`src/rtl/pio_pkg.sv`:
```
package pio_pkg;
  localparam int BUS_W = 32;

  typedef enum logic [3:0] {
    RI_LEVEL = 4'd0,
    RI_DIR   = 4'd1,
    RI_IEN   = 4'd2,
    RI_IST   = 4'd3,
    RI_IPEND = 4'd4,
    RI_ICLR  = 4'd5,
    RI_EDGE  = 4'd6,
    RI_POL   = 4'd7,
    RI_REV   = 4'd8,
    RI_DUAL  = 4'd9
  } reg_idx_e;
endpackage

```
`src/rtl/pio_sync.sv`:
```
module pio_sync #(
  parameter int W = 32
) (
  input  logic         clk_i,
  input  logic         rst_ni,
  input  logic [W-1:0] d_i,
  output logic [W-1:0] q_o
);
  logic [W-1:0] meta_q, q_q;

  always_ff @(posedge clk_i or negedge rst_ni) begin
    if (!rst_ni) begin
      meta_q <= '0;
      q_q    <= '0;
    end else begin
      meta_q <= d_i;
      q_q    <= meta_q;
    end
  end

  assign q_o = q_q;


  sync_lat_chk: assert property (@(posedge clk_i) disable iff (!rst_ni)
    ($past(rst_ni, 2) && $past(rst_ni)) |-> (q_o == $past(d_i, 2)));
endmodule

```
`src/rtl/pio_evt.sv`:
```
module pio_evt #(
  parameter int W = 32
) (
  input  logic         clk_i,
  input  logic         rst_ni,
  input  logic [W-1:0] lvl_i,
  input  logic [W-1:0] edge_i,
  input  logic [W-1:0] pol_i,
  input  logic [W-1:0] dual_i,
  output logic [W-1:0] evt_o
);
  logic [W-1:0] prev_q;

  always_ff @(posedge clk_i or negedge rst_ni) begin
    if (!rst_ni) prev_q <= '0;
    else         prev_q <= lvl_i;
  end

  for (genvar g = 0; g < W; g++) begin : g_pin
    assign evt_o[g] = !edge_i[g] ? (lvl_i[g] == pol_i[g]) :
                      dual_i[g]  ? (lvl_i[g] ^ prev_q[g]) :
                      pol_i[g]   ? (lvl_i[g] & ~prev_q[g]) :
                                   (~lvl_i[g] & prev_q[g]);
  end


  edge_evt_chk: assert property (@(posedge clk_i) disable iff (!rst_ni)
    ((evt_o & edge_i & ~(lvl_i ^ prev_q)) == '0));
endmodule

```
`src/rtl/pio_irq_ctrl.sv`:
```
module pio_irq_ctrl
  import pio_pkg::*;
#(
  parameter int NPINS  = 32,
  parameter int HW_REV = 3
) (
  input  logic             clk_i,
  input  logic             rst_ni,
  input  logic [5:0]       addr_i,
  input  logic             we_i,
  input  logic [BUS_W-1:0] wdata_i,
  output logic [BUS_W-1:0] rdata_o,
  input  logic [NPINS-1:0] pin_i,
  output logic [NPINS-1:0] pin_o,
  output logic [NPINS-1:0] pin_oe_o,
  output logic             irq_o
);
  localparam int  W        = NPINS;
  localparam bit  HAS_DUAL = (HW_REV > 2);

  logic [3:0]   widx;
  logic         unused_addr;
  logic [W-1:0] wd;
  logic [W-1:0] val_q, dir_q, ien_q, ist_q, edge_q, pol_q, dual_q;
  logic [W-1:0] sync_lvl, evt, clr_mask, pend, lvl_rd;

  assign widx        = addr_i[5:2];
  assign unused_addr = ^addr_i[1:0];
  assign wd          = wdata_i[W-1:0];

  pio_sync #(.W(W)) u_sync (
    .clk_i (clk_i),
    .rst_ni(rst_ni),
    .d_i   (pin_i),
    .q_o   (sync_lvl)
  );

  pio_evt #(.W(W)) u_evt (
    .clk_i (clk_i),
    .rst_ni(rst_ni),
    .lvl_i (sync_lvl),
    .edge_i(edge_q),
    .pol_i (pol_q),
    .dual_i(dual_q),
    .evt_o (evt)
  );

  assign clr_mask = (we_i && widx == RI_ICLR) ? wd : '0;

  always_ff @(posedge clk_i or negedge rst_ni) begin
    if (!rst_ni) begin
      val_q  <= '0;
      dir_q  <= '1;
      ien_q  <= '0;
      edge_q <= '0;
      pol_q  <= '0;
      ist_q  <= '0;
    end else begin
      if (we_i && widx == RI_LEVEL) val_q  <= wd;
      if (we_i && widx == RI_DIR)   dir_q  <= wd;
      if (we_i && widx == RI_IEN)   ien_q  <= wd;
      if (we_i && widx == RI_EDGE)  edge_q <= wd;
      if (we_i && widx == RI_POL)   pol_q  <= wd;
      // set wins over clear in the same cycle
      ist_q <= (ist_q & ~clr_mask) | evt;
    end
  end

  if (HAS_DUAL) begin : g_dual
    always_ff @(posedge clk_i or negedge rst_ni) begin
      if (!rst_ni)                      dual_q <= '0;
      else if (we_i && widx == RI_DUAL) dual_q <= wd;
    end
  end else begin : g_no_dual
    assign dual_q = '0;
  end

  assign pend   = ist_q & ien_q;
  assign lvl_rd = (dir_q & sync_lvl) | (~dir_q & val_q);

  always_comb begin
    rdata_o = '0;
    case (widx)
      RI_LEVEL: rdata_o[W-1:0] = lvl_rd;
      RI_DIR:   rdata_o[W-1:0] = dir_q;
      RI_IEN:   rdata_o[W-1:0] = ien_q;
      RI_IST:   rdata_o[W-1:0] = ist_q;
      RI_IPEND: rdata_o[W-1:0] = pend;
      RI_EDGE:  rdata_o[W-1:0] = edge_q;
      RI_POL:   rdata_o[W-1:0] = pol_q;
      RI_REV:   rdata_o        = BUS_W'(HW_REV);
      RI_DUAL:  rdata_o[W-1:0] = dual_q;
      default:  rdata_o        = '0;
    endcase
  end

  assign pin_o    = val_q;
  assign pin_oe_o = ~dir_q;
  assign irq_o    = |pend;


  st_clear_only_chk: assert property (@(posedge clk_i) disable iff (!rst_ni)
    ((($past(ist_q) & ~ist_q) & ~$past(clr_mask)) == '0));


  evt_hold_chk: assert property (@(posedge clk_i) disable iff (!rst_ni)
    (|evt) |=> ((ist_q & $past(evt)) == $past(evt)));


  pin_hold_chk: assert property (@(posedge clk_i) disable iff (!rst_ni)
    !(we_i && widx == RI_LEVEL) |=> $stable(pin_o));


  ien_wr_chk: assert property (@(posedge clk_i) disable iff (!rst_ni)
    (ien_q != $past(ien_q)) |-> $past(we_i && widx == RI_IEN));
endmodule

```
`config.mk`:
```
export PLATFORM = sky130hd
export DESIGN_NAME = pio_irq_ctrl
export DESIGN_NICKNAME = d
export VERILOG_FILES = /design/src/rtl/pio_pkg.sv /design/src/rtl/pio_sync.sv /design/src/rtl/pio_evt.sv /design/src/rtl/pio_irq_ctrl.sv
export SDC_FILE = /design/constraint.sdc
export NUM_CORES = 1
export LEC_CHECK = 0
export BUFFER_PORTS_ARGS = -buffer_cell sky130_fd_sc_hd__buf_2
export CORE_ASPECT_RATIO = 0.75
export CORE_MARGIN = 4
export CORE_UTILIZATION = 25
export CTS_CLUSTER_SIZE = 24
export DETAILED_ROUTE_END_ITERATION = 6
export PLACE_DENSITY = 0.41
export SYNTH_ARGS = -nofsm -noshare
export SYNTH_HDL_FRONTEND = slang
export SYNTH_SLANG_ARGS = --single-unit
```
`constraint.sdc`:
```
create_clock -name clk_i -period 4.1 [get_ports clk_i]
set_input_delay 0.41 -clock clk_i [delete_from_list [all_inputs] [get_ports clk_i]]
set_output_delay 0.41 -clock clk_i [all_outputs]
set_load 0.01 [all_outputs]
```
==> results.py <==
metrics = {
    "worst_setup_path": {
        "crit_arrival_ns": 2.71,
        "endpoint_kind": "output pin",
        "crit_buf_inv": 4,
        "path_max_fanout": 29,
        "critPathMaxStageDelay_ns": 0.80,
        "start_kind": "input pin",
        "critPathSlowestCell": "nor4b_4",
        "crit_chain": "buf_2 > buf_4 > nor4b_4 > buf_4 > a22oi_1 > o21ai_0 > a211o_1 > buf_2",
        "critPathTopFamily": "buffers and inverters",
        "crit_required_ns": 3.69,
        "worstSetupPathType": "in2out",
    },
    "global_route": {
        "grt_pass1_wl_mm": 80.0,
        "grt_max_degree": 159,
        "grtUsageTotal": 0.163,
        "first_global_vias": 11600,
        "grt_antenna_before_repair": 2,
        "overflow": 0,
    },
    "sta": {
        "slew_headroom": 0.297,
        "fmax_ghz": 0.320,
        "worstMarginPinSlew_ns": 1.05,
        "final.setup_skew_ns": 0.0106,
        "rsz0062_at_grt": "no",
        "slew_viol_final": 0,
        "min_period_ns": 3.12,
        "setup_viol": 0,
        "hold_violations": 0,
        "setup_tns_ns": 0,
        "period_share": 0.762,
    },
    "power": {
        "power.density_nw_per_um2": 496,
        "clock_power_share": 0.378,
        "p_leak_uw": 0.00872,
        "seq_power_share": 0.459,
        "combPwrFrac": 0.163,
        "p_int_uw": 6410,
        "p_sw_frac": 0.301,
        "peakVddDrop_uv": 226,
        "switching_power_uw": 2760,
    },
    "final_layout": {
        "layout_common_cells": "dfrtp_1, nand2_1, buf_2",
        "final_core_util": 0.311,
        "drive_gt1_frac": 0.236,
        "syn_to_final_growth_pct": 22.3,
        "finalNetCount": 1731,
        "final_common_cell": "dfrtp_1",
    },
    "synthesis": {
        "synthArstFlopShare": 1.00,
        "synth_area_per_cell_sq_um": 10.9,
        "synth.distinct_cells": 57,
        "synth_top_area_frac": 0.476,
        "synth_edf_count": 0,
        "synth_seq_cells": 320,
        "dominantRegCellSynth": "dfrtp_1",
        "netlist_instances": 1386,
        "yosysTopAreaCell": "dfrtp_1",
        "syn_nets": 1523,
        "yosysSeqAreaShare": 0.532,
        "yosys_warnings": 0,
        "synth_area_leaders": "dfrtp_1, mux2_2, dfstp_2",
        "synth_area_sq_um": 15100,
    },
    "detailed_routing": {
        "ant_nets": 0,
        "drt-total-wl_mm": 53.2,
        "m1WireLength_mm": 26.0,
        "num_vias": 11400,
        "first_pass_iters": 5,
        "route.detailed.drc": 0,
        "drt_iter0_drc": 880,
        "met3_wirelength_mm": 2.86,
        "maxUsedRoutingLayer": "met5",
        "viasPerCell": 4.74,
        "wl_met2_mm": 23.1,
        "wl_per_cell_um": 22.0,
    },
    "floorplan": {
        "row_count": 77,
        "core_region_area_sq_um": 59400,
        "die_area_sq_um": 64600,
        "io_pins": 170,
        "die_y_um": 221,
        "fp.dieW_um": 292,
        "initial_core_util": 0.254,
    },
    "placement": {
        "portBuffers": 167,
        "place.gp.congestion": 0.818,
        "dpl.hpwl_mm": 36.5,
    },
    "clocking": {
        "cts_tree": "built",
        "cts_buffers": 38,
        "clock-sinks": 320,
        "clockBufferDepth": 3,
        "clk_latency_ns": 0.56,
        "clkTransAtPathRegs_ns": 0.06,
        "htree_levels": 2,
        "cts_root_buf": "clkbuf_16",
    },
    "run_status": {
        "status": "finished clean",
    },
    "flow_run": {
        "drv_cap": 0,
    },
    "hold_path": {
        "min_path_type": "in2reg",
    },
}
==> what timing repair did <==
item	CTS	global route
setup buffers	0	0
endpoints found under the hold margin	51	0
resized for setup	0	0
hold buffers	33	0
==> routing by layer <==
layer	global-route usage	vias up
met5	0	-
met4	0.0441	4
met3	0.0327	74
met2	0.243	302
met1	0.241	5742
li1	-	5322
==> worst paths after layout <==
check	slack, ns	cells past startpoint	end	from
setup / recovery	0.98	8	rdata_o[26]	addr_i[5]
hold / removal	0.08	2	dual_q[31]	wdata_i[31]
setup reg to reg	2.64	5	ist_q[15]	u_sync.q_o[15]
hold reg to reg	0.34	0	u_sync.q_o[0]	u_sync.meta_q[0]
max in group asynchronous	2.65	3	u_sync.q_o[17]	rst_ni
min in group asynchronous	0.28	2	u_sync.meta_q[1]	rst_ni
==> cells by family after synthesis <==
group	Yosys count	synth area share
buffers and inverters	199	0.0575
adders and majority gates	64	0.0529
xor gates and xnor gates	32	0.0185
DFF	320	0.532
muxes	127	0.0904
AOI/OAI and AO/OA	400	0.173
and+or+nand+nor	244	0.0754
==> power groups by stage <==
stage | registers, uW | clock network (uW) | logic [uW]
after floorplan | 4090 | 0 | 884
after global placement | 4250 | 0 | 1470
after detailed placement | 4260 | 0 | 1490
after CTS | 4210 | 3590 | 1520
after global routing | 4280 | 3720 | 1690
final | 4210 | 3470 | 1490
==> cell type report <==
type	instances	area, sq um
Antenna cell	1	2.50
Clock buffer	58	1160
Clock inverter	11	108
Fill cell	6091	40900
Inverter	132	495
Multi-Input combinational cell	867	6230
Sequential cell	320	8050
Tap cell	790	988
Timing Repair Buffer	235	1480
==> through the flow <==
stage | instance area (sq um) | worst slack [ns] | hold WS [ns] | power, uW | instances
floorplan | 15100 | 2.07 | 0.114 | 4970 | 1386
global placement | 16900 | 0.971 | 0.262 | 5720 | 2311
detailed placement | 16900 | 0.956 | 0.259 | 5750 | 2311
CTS | 18500 | 0.967 | 0.0501 | 9320 | 2413
global route | 18500 | 0.839 | 0.0810 | 9700 | 2413
finish | 18500 | 0.976 | 0.0774 | 9170 | 2414
==> synthesized netlist by cell type (11+ instances only) <==
library cell,number
xor2_1,32
dfstp_2,32
a21o_1,27
a21oi_1,28
ha_1,64
buf_4,11
buf_2,17
nand2_1,187
clkbuf_1,30
mux2i_1,50
a32oi_1,23
dfrtp_1,288
mux2_2,75
o21ai_0,164
inv_1,132
a22oi_1,30
o211ai_1,69
==> worst reg2reg max path, stage by stage (launching register included) <==
cell and delay (ns):
dfrtp_1 0.52, inv_1 0.08, ha_1 0.20, mux2_2 0.26, o211ai_1 0.16, o211ai_1 0.11
(Power assumes the default switching activity.)
